## src/rtl/rd_strobe_bridge.sv

```systemverilog
module rd_strobe_bridge #(
  parameter int RELEASE_ORDER = 0
) (
  input  logic clk,
  input  logic rst_n,
  input  logic bus_req_i,
  input  logic dev_ack_i,
  output logic dev_stb_o,
  output logic dat_en_o,
  output logic bus_ack_o
);

  typedef enum logic [2:0] {IDLE, WAIT_DEV, DRIVE, HOLD, RELEASE, DRAIN} state_t;

  state_t     st;
  logic [1:0] req_sync, ack_sync;
  logic       req_s, ack_s;

  assign req_s = req_sync[1];
  assign ack_s = ack_sync[1];

  always_ff @(posedge clk or negedge rst_n) begin
    if (!rst_n) begin
      req_sync <= '0;
      ack_sync <= '0;
    end else begin
      req_sync <= {req_sync[0], bus_req_i};
      ack_sync <= {ack_sync[0], dev_ack_i};
    end
  end

  always_ff @(posedge clk or negedge rst_n) begin
    if (!rst_n) begin
      st        <= IDLE;
      dev_stb_o <= 1'b0;
      dat_en_o  <= 1'b0;
      bus_ack_o <= 1'b0;
    end else begin
      unique case (st)
        IDLE: if (req_s && !ack_s && !bus_ack_o) begin
          dev_stb_o <= 1'b1;
          st        <= WAIT_DEV;
        end
        WAIT_DEV: if (ack_s) begin
          dat_en_o <= 1'b1;
          st       <= DRIVE;
        end
        DRIVE: begin
          bus_ack_o <= 1'b1;
          st        <= HOLD;
        end
        HOLD: if (!req_s) begin
          dat_en_o <= 1'b0;
          st       <= RELEASE;
        end
        RELEASE: begin
          if (RELEASE_ORDER == 1) begin
            if (bus_ack_o) bus_ack_o <= 1'b0;
            else begin
              dev_stb_o <= 1'b0;
              st        <= DRAIN;
            end
          end else if (RELEASE_ORDER == 2) begin
            if (dev_stb_o) dev_stb_o <= 1'b0;
            else begin
              bus_ack_o <= 1'b0;
              st        <= DRAIN;
            end
          end else begin
            dev_stb_o <= 1'b0;
            bus_ack_o <= 1'b0;
            st        <= DRAIN;
          end
        end
        DRAIN: if (!ack_s && !bus_ack_o) st <= IDLE;
        default: st <= IDLE;
      endcase
    end
  end

  p_start_clean_r2: assert property (@(posedge clk) disable iff (!rst_n)
    $rose(dev_stb_o) |-> !bus_ack_o && !dat_en_o && $past(req_s));

  p_enable_needs_strobe_r3: assert property (@(posedge clk) disable iff (!rst_n)
    $rose(dat_en_o) |-> dev_stb_o && $past(ack_s));

  p_ack_after_enable_r4: assert property (@(posedge clk) disable iff (!rst_n)
    $rose(bus_ack_o) |-> dat_en_o && $past(dat_en_o));

  p_enable_drops_first_r5: assert property (@(posedge clk) disable iff (!rst_n)
    $fell(dat_en_o) |-> dev_stb_o && bus_ack_o && !$past(req_s));

  p_strobe_after_enable_r6: assert property (@(posedge clk) disable iff (!rst_n)
    $fell(dev_stb_o) |-> !dat_en_o);

  p_bus_first_order_r6: assert property (@(posedge clk) disable iff (!rst_n)
    (RELEASE_ORDER == 1 && $fell(dev_stb_o)) |-> !bus_ack_o);

  p_dev_first_order_r6: assert property (@(posedge clk) disable iff (!rst_n)
    (RELEASE_ORDER == 2 && $fell(bus_ack_o)) |-> !dev_stb_o);

endmodule

```

## config.mk

```make
export PLATFORM = sky130hd
export DESIGN_NAME = rd_strobe_bridge
export DESIGN_NICKNAME = d
export VERILOG_FILES = /design/src/rtl/rd_strobe_bridge.sv
export SDC_FILE = /design/constraint.sdc
export NUM_CORES = 1
export LEC_CHECK = 0
export BUFFER_PORTS_ARGS = -buffer_cell sky130_fd_sc_hd__buf_2
export CORE_AREA = 2 2 39 41
export DETAILED_ROUTE_END_ITERATION = 12
export DIE_AREA = 0 0 41 43
export PLACE_DENSITY = 0.57
export SLEW_MARGIN = 30
export SYNTH_ARGS = -nofsm -noshare
export SYNTH_HDL_FRONTEND = slang
export SYNTH_SLANG_ARGS = --single-unit
```

## constraint.sdc

```tcl
create_clock -name clk -period 1.61 [get_ports clk]
set_clock_uncertainty 0.2 [all_clocks]
set_input_delay 0.322 -clock clk [delete_from_list [all_inputs] [get_ports clk]]
set_output_delay 0.322 -clock clk [all_outputs]
set_load 0.1 [all_outputs]
```

==> flow_summary.ini, run 1 <==
[grt]
overflow = 0
grt_max_degree = 11
grt_pass1_wl_um = 1150
antenna_found_initial = 0
grt_pass1_vias = 285
grt_usage_pct = 9.69

[logic_synthesis]
syn_area_um2 = 388
ys_seq_area_share_pct = 64.5
yosysUniqueCellTypes = 14
yosysWarnings = 0
syn-num-nets = 38
ys_seq_elements = 10
synth_area_per_cell_um2 = 11.4
netlist_instances = 34

[place]
post-place-ws_ns = 0.301
gp_congestion = 0.682
io_buffers = 6
dp_hpwl_um = 468
dp.cells = 56

[timing]
slew_violations = 0
layout_min_cycle_time_ns = 1.55
relSlewSlack_pct = 68.0
max_clock_freq_ghz = 0.646
setup_viol_count_final = 0
tightest_slew_ns = 0.484
fin_crit_sh_pct = 96.2
rsz0062_at_grt = no
timing.final.ws_setup_ns = 0.0609
hold_viol = 0
setup_tns_ns = 0

[clocking]
root_buffer = clkbuf_4
clkLatencyLatePin_ns = 0.26
postCtsHoldBufs = 3
cts.reportedPaths.clkPinSlew_ns = 0.07
post_cts_buffers = 0
cts_tree = yes
cts_max_level = 1
cts_sinks = 10
cts_resized = 0
cts_buffers = 3
cts_buffer_depth = 2

[floorplan]
dieArea_um2 = 1760
rows = 14
die_w_um = 41
die_y_um = 43
start_util_pct = 28.0
io_pins = 7
core_area_um2 = 1380

[setup_path]
critPathArrivalTime_ns = 1.03
cp_max_fo = 2
crit_slowest_cell = buf_2
crit_cells = 1
rr_worst_depth = 3
rr_startpoint = bus_ack_o
cpPeakStageDelay_ns = 0.42
crit_start = dev_stb_o
worstSetupEndpointType = output pin
crit_chain = buf_2
startpoint_type = flip-flop
crit_end = dev_stb_o
path_buf_inv = 1
critPathTopFamily = buffers and inverters
r2r-end = st[0]
reg2reg_slack_ns = 0.30
critPathRequiredTime_ns = 1.09
path_class = reg2out

[final_layout]
syn2layout_area_growth_pct = 38.1
seqCellArea_um2 = 251
fillers = 141
nets = 52
final_common_cell = dfrtp_1
drive_above_1_share_pct = 29.8
diodes = 0
final_cells = 63
multi_input_area_um2 = 126
mostFrequentLayoutCells = 9 x dfrtp_1, 5 x o21ai_0, 4 x buf_2

[detailed_routing]
dr.first_iter.drc_count = 10
firstDrtPassIters = 4
vias = 300
drt-total-wl_um = 697
remaining_drc_errors = 0
avgViaCountPerCell = 4.76
wl_per_cell_um = 11.1
ant_nets = 0

[worst_hold_path]
hp-class = reg2reg

[power]
ir_drop_uv = 572
power.density_nw_per_um2 = 1950
p_leak_nw = 0.238

[outcome]
outcome = finished, final reports clean

[flow_run]
maxCapViolations = 0
-- stage by stage --
step / hold WS, ns / util, % / total power [mW] / cell area [µm²]
finish: 0.151 / 38.7 / 1.04 / 536
CTS: 0.153 / 38.7 / 1.05 / 536
floorplan: -0.174 / - / 0.690 / 389
detailed placement: -0.00889 / 33.9 / 0.822 / 469
global route: 0.156 / 38.7 / 1.11 / 536
global placement: -0.00567 / 33.9 / 0.817 / 469
-- cells in the mapped netlist --
cell type | instances | area share, %
a31oi_1 | 2 | 3.2
nor3_1 | 1 | 1.3
a21o_2 | 1 | 2.3
nor2_1 | 3 | 2.9
nand3_1 | 1 | 1.3
a21o_1 | 1 | 1.9
a221oi_2 | 1 | 3.9
a21oi_1 | 3 | 3.9
nand2b_1 | 2 | 3.2
inv_1 | 2 | 1.9
dfrtp_1 | 10 | 65
inv_2 | 1 | 0.97
o32ai_1 | 1 | 2.3
o21ai_0 | 5 | 6.5
-- registers in the layout, summed over array words and instances, names as in the netlist --
signal     cells
dat_en_o       1
dev_stb_o      1
st             3
bus_ack_o      1
req_sync       2
ack_sync       2
-- metal layers --
| layer | share of wire, % | track usage (%) | vias up |
|---|---|---|---|
| met5 | 0 | 0 | - |
| li1 | - | - | 150 |
| met3 | 4.0 | 1.57 | 0 |
| met2 | 48 | 13.1 | 6 |
| met1 | 48 | 13.9 | 144 |
| met4 | 0 | 6.00 | 0 |
-- kinds of logic after synthesis --
| group | synth area share, % |
|---|---|
| AO/OA/AOI/OAI | 23.9 |
| flip-flops | 64.5 |
| AND/OR/NAND/NOR | 8.71 |
| buffers and inverters | 2.90 |
-- final cells by class --
class,instances,share of cell area (%)
clock buffer,4,6.78
sequential,10,47.0
timing repair buffer,9,16.8
tap,16,3.74
multi-input combinational,21,23.6
inverter,3,2.10
-- power by group --
part	internal, mW	total [mW]	switching [mW]	leakage (nW)
Sequential	0.311	0.402	0.0906	0.116
Clock	0.137	0.222	0.0846	0.0210
Combinational	0.155	0.421	0.266	0.102
Total	0.603	1.04	0.441	0.238
-- worst min-delay path by stage --
stage                     cells after the start   startpoint  slack [ns]          end
after floorplan                               0        rst_n       -0.17  ack_sync[0]
after global placement                        1        rst_n      -0.006  req_sync[0]
after detailed placement                      1        rst_n      -0.009  req_sync[0]
after CTS                                     0  req_sync[0]        0.15  req_sync[1]
after global routing                          0  req_sync[0]        0.16  req_sync[1]
final                                         0  req_sync[0]        0.15  req_sync[1]
No activity file was read; power rests on OpenSTA's default activity.
==> run 2, diff against run 1 <==
SETUP_SLACK_MARGIN = 0.5   (was default)
==> run 2 against run 1 <==
Effect of this change:
- total power is 11% higher
- largest cell class unchanged
- hold slack worse by 0.0017 ns
- clock power fell by 20%
- sequential power is 5.0% higher
- first-iteration DRC count shrank 70%
- fmax is 6.2% higher
- count of clock-buffer cells in the layout stayed put
==> flow_summary.ini, run 2 (same netlist as run 1, synthesis figures left out) <==
[outcome]
outcome = finished, final reports clean

[grt]
grt_pass1_vias = 300
overflow = 0
grt_usage_pct = 11.9
grt_pass1_wl_um = 1320
antenna_found_initial = 0
grt_max_degree = 11

[detailed_routing]
ant_nets = 0
drt-total-wl_um = 747
vias = 324
dr.first_iter.drc_count = 3
firstDrtPassIters = 2
remaining_drc_errors = 0
wl_per_cell_um = 11.0
avgViaCountPerCell = 4.76

[setup_path]
crit_chain = buf_12
r2r-end = st[0]
path_buf_inv = 1
cp_max_fo = 2
rr_worst_depth = 4
critPathArrivalTime_ns = 0.94
path_class = reg2out
crit_start = bus_ack_o
rr_startpoint = bus_ack_o
startpoint_type = flip-flop
worstSetupEndpointType = output pin
critPathTopFamily = flip-flops
cpPeakStageDelay_ns = 0.50
critPathRequiredTime_ns = 1.09
crit_slowest_cell = dfrtp_4
reg2reg_slack_ns = 0.16

[flow_run]
maxCapViolations = 0

[clocking]
cts_buffer_depth = 2
cts_buffers = 3
clkLatencyLatePin_ns = 0.26
cts.reportedPaths.clkPinSlew_ns = 0.06
cts_sinks = 10
root_buffer = clkbuf_4
cts_max_level = 1
cts_tree = yes

[floorplan]
die_y_um = 43
die_w_um = 41
start_util_pct = 28.0
rows = 14
core_area_um2 = 1380
io_pins = 7
dieArea_um2 = 1760

[timing]
setup_viol_count_final = 0
rsz0062_at_grt = yes
relSlewSlack_pct = 83.0
hold_viol = 0
setup_tns_ns = 0
fin_crit_sh_pct = 90.6
layout_min_cycle_time_ns = 1.46
tightest_slew_ns = 0.254
max_clock_freq_ghz = 0.686
slew_violations = 0

[final_layout]
multi_input_area_um2 = 149
syn2layout_area_growth_pct = 62.6
drive_above_1_share_pct = 53.8
final_cells = 68
regMostFlops = st
nets = 57
top_regs = st x3, ack_sync x2, req_sync x2
mostFrequentLayoutCells = 4 x dfrtp_1, 4 x buf_12
diodes = 0
fin_util_pct = 45.6
seqCellArea_um2 = 265
fillers = 127
largest_reg_flops = 3

[worst_hold_path]
holdPathEnd = ack_sync[1]
hp-class = reg2reg
whs_path_depth = 0
hp-start = ack_sync[0]

[power]
p_leak_nw = 0.273
power.density_nw_per_um2 = 1840
ir_drop_uv = 640
design_power_total_mw = 1.16

[place]
io_buffers = 6
gp_congestion = 0.680
dp.cells = 56
dp_hpwl_um = 500
==> run 2: metrics by stage <==
| stage | setup slack [ns] | hold slack, ns | area [µm²] |
|---|---|---|---|
| after CTS | 0.139 | 0.153 | 614 |
| after floorplan | 0.162 | -0.174 | 407 |
| after global placement | 0.312 | -0.00607 | 502 |
| after detailed placement | 0.280 | -0.00369 | 502 |
| after global routing | 0.122 | 0.156 | 631 |
| final | 0.152 | 0.149 | 631 |
==> run 2: worst max-delay path by stage <==
stage / depth (start not counted) / slack [ns] / endpoint
floorplan: 3 / 0.16 / st[0]
global placement: 3 / 0.31 / st[0]
detailed placement: 3 / 0.28 / st[0]
CTS: 1 / 0.14 / bus_ack_o
global route: 1 / 0.12 / bus_ack_o
finish: 1 / 0.15 / bus_ack_o
==> run 2: area by class of cell <==
cell class	count	share of cell area, %
tap	16	3.17
sequential	10	42.1
multi-input combinational	21	23.6
clock buffer	4	4.17
timing repair buffer	14	25.2
inverter	3	1.79
==> run 2: per-layer routing <==
| layer | global-route usage [%] | vias to the layer above | wire length (µm) |
|---|---|---|---|
| li1 | - | 157 | - |
| met1 | 14.9 | 161 | 337 |
| met2 | 15.3 | 6 | 377 |
| met3 | 4.71 | 0 | 31 |
| met4 | 10.0 | 0 | 0 |
| met5 | 0 | - | 0 |
==> run 2: where the power goes <==
group | switching (mW) | total (mW) | internal, mW
sequential | 0.0908 | 0.422 | 0.331
combinational | 0.302 | 0.559 | 0.257
clock | 0.0813 | 0.177 | 0.0956
==> run 2: timing repair <==
action | CTS | global route
hold buffers | 3 | 0
setup endpoints to repair | 8 | 9
endpoints found under the hold margin | 12 | 0
setup buffers | 4 | 1
gates cloned | 0 | 0
pin swaps | 2 | 2
resized for setup | 5 | 5
==> run 3, diff against run 2 <==
ABC_AREA = 1   (was default)
PLACE_DENSITY = 0.63   (was 0.57)
==> run 3 against run 2 <==
Effect of this change:
- critical path depth unchanged
- clock power about the same
- core utilization up 3.6 points
- non-clock buffer count down 2
- count of clock-buffer cells in the layout unchanged
- setup slack better by 0.0047 ns
- synthesized area up 19%
- critical endpoint unchanged
- largest power group unchanged
==> flow_summary.ini, run 3 <==
[setup_path]
startpoint_type = flip-flop
worstSetupEndpointType = output pin
crit_slowest_cell = dfrtp_4
critPathTopFamily = flip-flops
cp_max_fo = 2
crit_chain = buf_12
cpPeakStageDelay_ns = 0.50
critPathRequiredTime_ns = 1.09
critPathArrivalTime_ns = 0.93
path_class = reg2out
path_buf_inv = 1

[logic_synthesis]
synth_area_per_cell_um2 = 8.10
synth_top_cells_by_count = 15 x nand2_1, 10 x dfrtp_1, 8 x nand3_1
yosysTopAreaCellShare_pct = 54.2
yosysUniqueCellTypes = 14
async_flop_share_pct = 100
netlist_instances = 57
ys_seq_elements = 10
dominantRegCellSynth = dfrtp_1
yosysWarnings = 0
ys_top_cells_by_area = dfrtp_1 54%, nand2_1 12%, nand3_1 8.7%
yosysMostFrequentCell = nand2_1
synth-edff-count = 0
syn_area_um2 = 462
ys_seq_area_share_pct = 54.2
syn-num-nets = 61
synth_area_leader_cell = dfrtp_1

[floorplan]
rows = 14
die_w_um = 41
die_y_um = 43
dieArea_um2 = 1760
io_pins = 7
core_area_um2 = 1380
start_util_pct = 33.4

[grt]
grt_pass1_vias = 409
overflow = 0
grt_pass1_wl_um = 1700
grt_max_degree = 11
antenna_found_initial = 0
grt_usage_pct = 15.3

[power]
ir_drop_uv = 872
design_power_total_mw = 1.58
p_leak_nw = 0.330
power.density_nw_per_um2 = 2320

[detailed_routing]
vias = 436
drt-total-wl_um = 1080
wl_per_cell_um = 12.2
dr.first_iter.drc_count = 12
avgViaCountPerCell = 4.90
remaining_drc_errors = 0
firstDrtPassIters = 4
ant_nets = 0

[place]
io_buffers = 6
post-place-ws_ns = 0.269
placement.cell_area_um2 = 571
dp_hpwl_um = 674
gp_congestion = 0.901

[flow_run]
maxCapViolations = 0

[worst_hold_path]
hp-class = reg2reg

[timing]
relSlewSlack_pct = 84.4
rsz0062_at_grt = yes
fin_crit_sh_pct = 90.3
tightest_slew_ns = 0.234
timing.final.ws_setup_ns = 0.156
layout_min_cycle_time_ns = 1.45
setup_viol_count_final = 0
hold_slack_ns = 0.150
hold_viol = 0
max_clock_freq_ghz = 0.688
setup_tns_ns = 0
slew_violations = 0

[clocking]
root_buffer = clkbuf_4
cts.reportedPaths.clkPinSlew_ns = 0.06
clkLatencyLatePin_ns = 0.26
cts_buffers = 3
cts_buffer_depth = 2
cts_tree = yes
cts_sinks = 10
cts_max_level = 1

[final_layout]
top_regs = st x3, ack_sync x2, req_sync x2
regMostFlops = st
nets = 78
final_common_cell = nand2_1
mostFrequentLayoutCells = 13 x nand2_1, 8 x nand3_1, 5 x dfrtp_1
fillers = 130
diodes = 0
largest_reg_flops = 3
design_area_um2 = 681
drive_above_1_share_pct = 42.5
syn2layout_area_growth_pct = 47.4

[outcome]
outcome = finished, final reports clean
-- run 3: what timing repair did --
action                     4_1_cts  5_1_grt
hold endpoints to repair        12        0
setup endpoints to repair        9        9
hold buffers                     3        0
gates resized for setup          7        5
buffers inserted                 2        1
pin swaps                        0        2
-- run 3: through the flow --
step                util (%)  instances
global placement        41.2         79
finish                  49.2         89
floorplan                  -         57
detailed placement      41.2         79
CTS                     47.5         88
global route            49.2         89
-- run 3: final cells by class --
class | count | area, µm² | area share, %
multi-input cells | 40 | 213 | 31.2
clock buffers | 4 | 26.3 | 3.86
inverters | 7 | 26.3 | 3.86
well taps | 16 | 20.0 | 2.94
flip-flops and latches | 10 | 264 | 38.8
repair buffers | 12 | 131 | 19.3
-- run 3: path summary, 6_finish.rpt --
kind                       slack [ns]         from           to  cells past startpoint
min reg2reg                      0.15  req_sync[0]  req_sync[1]                      0
min in group asynchronous        0.25        rst_n    dev_stb_o                      2
max                              0.16    bus_ack_o    bus_ack_o                      1
max reg2reg                      0.18    bus_ack_o        st[0]                      7
max in group asynchronous        0.75        rst_n    bus_ack_o                      2
min                              0.15  req_sync[0]  req_sync[1]                      0
-- run 3: logic make-up after synthesis --
logic type	synth area share [%]
compound gates	7.04
buf+inv	5.69
flops	54.2
simple gates	33.1
-- run 3: power breakdown --
group	total [mW]	internal [mW]	switching (mW)	leakage [nW]
clock network	0.180	0.0956	0.0848	0.0150
logic	0.924	0.342	0.581	0.201
registers	0.476	0.356	0.120	0.114
-- run 3: metal layers --
metal	wire length (µm)	global-route usage (%)	up-vias
met5	0	0	-
met4	15	10.0	0
met3	40	4.71	2
met2	587	22.8	13
met1	440	17.8	208
li1	-	-	213
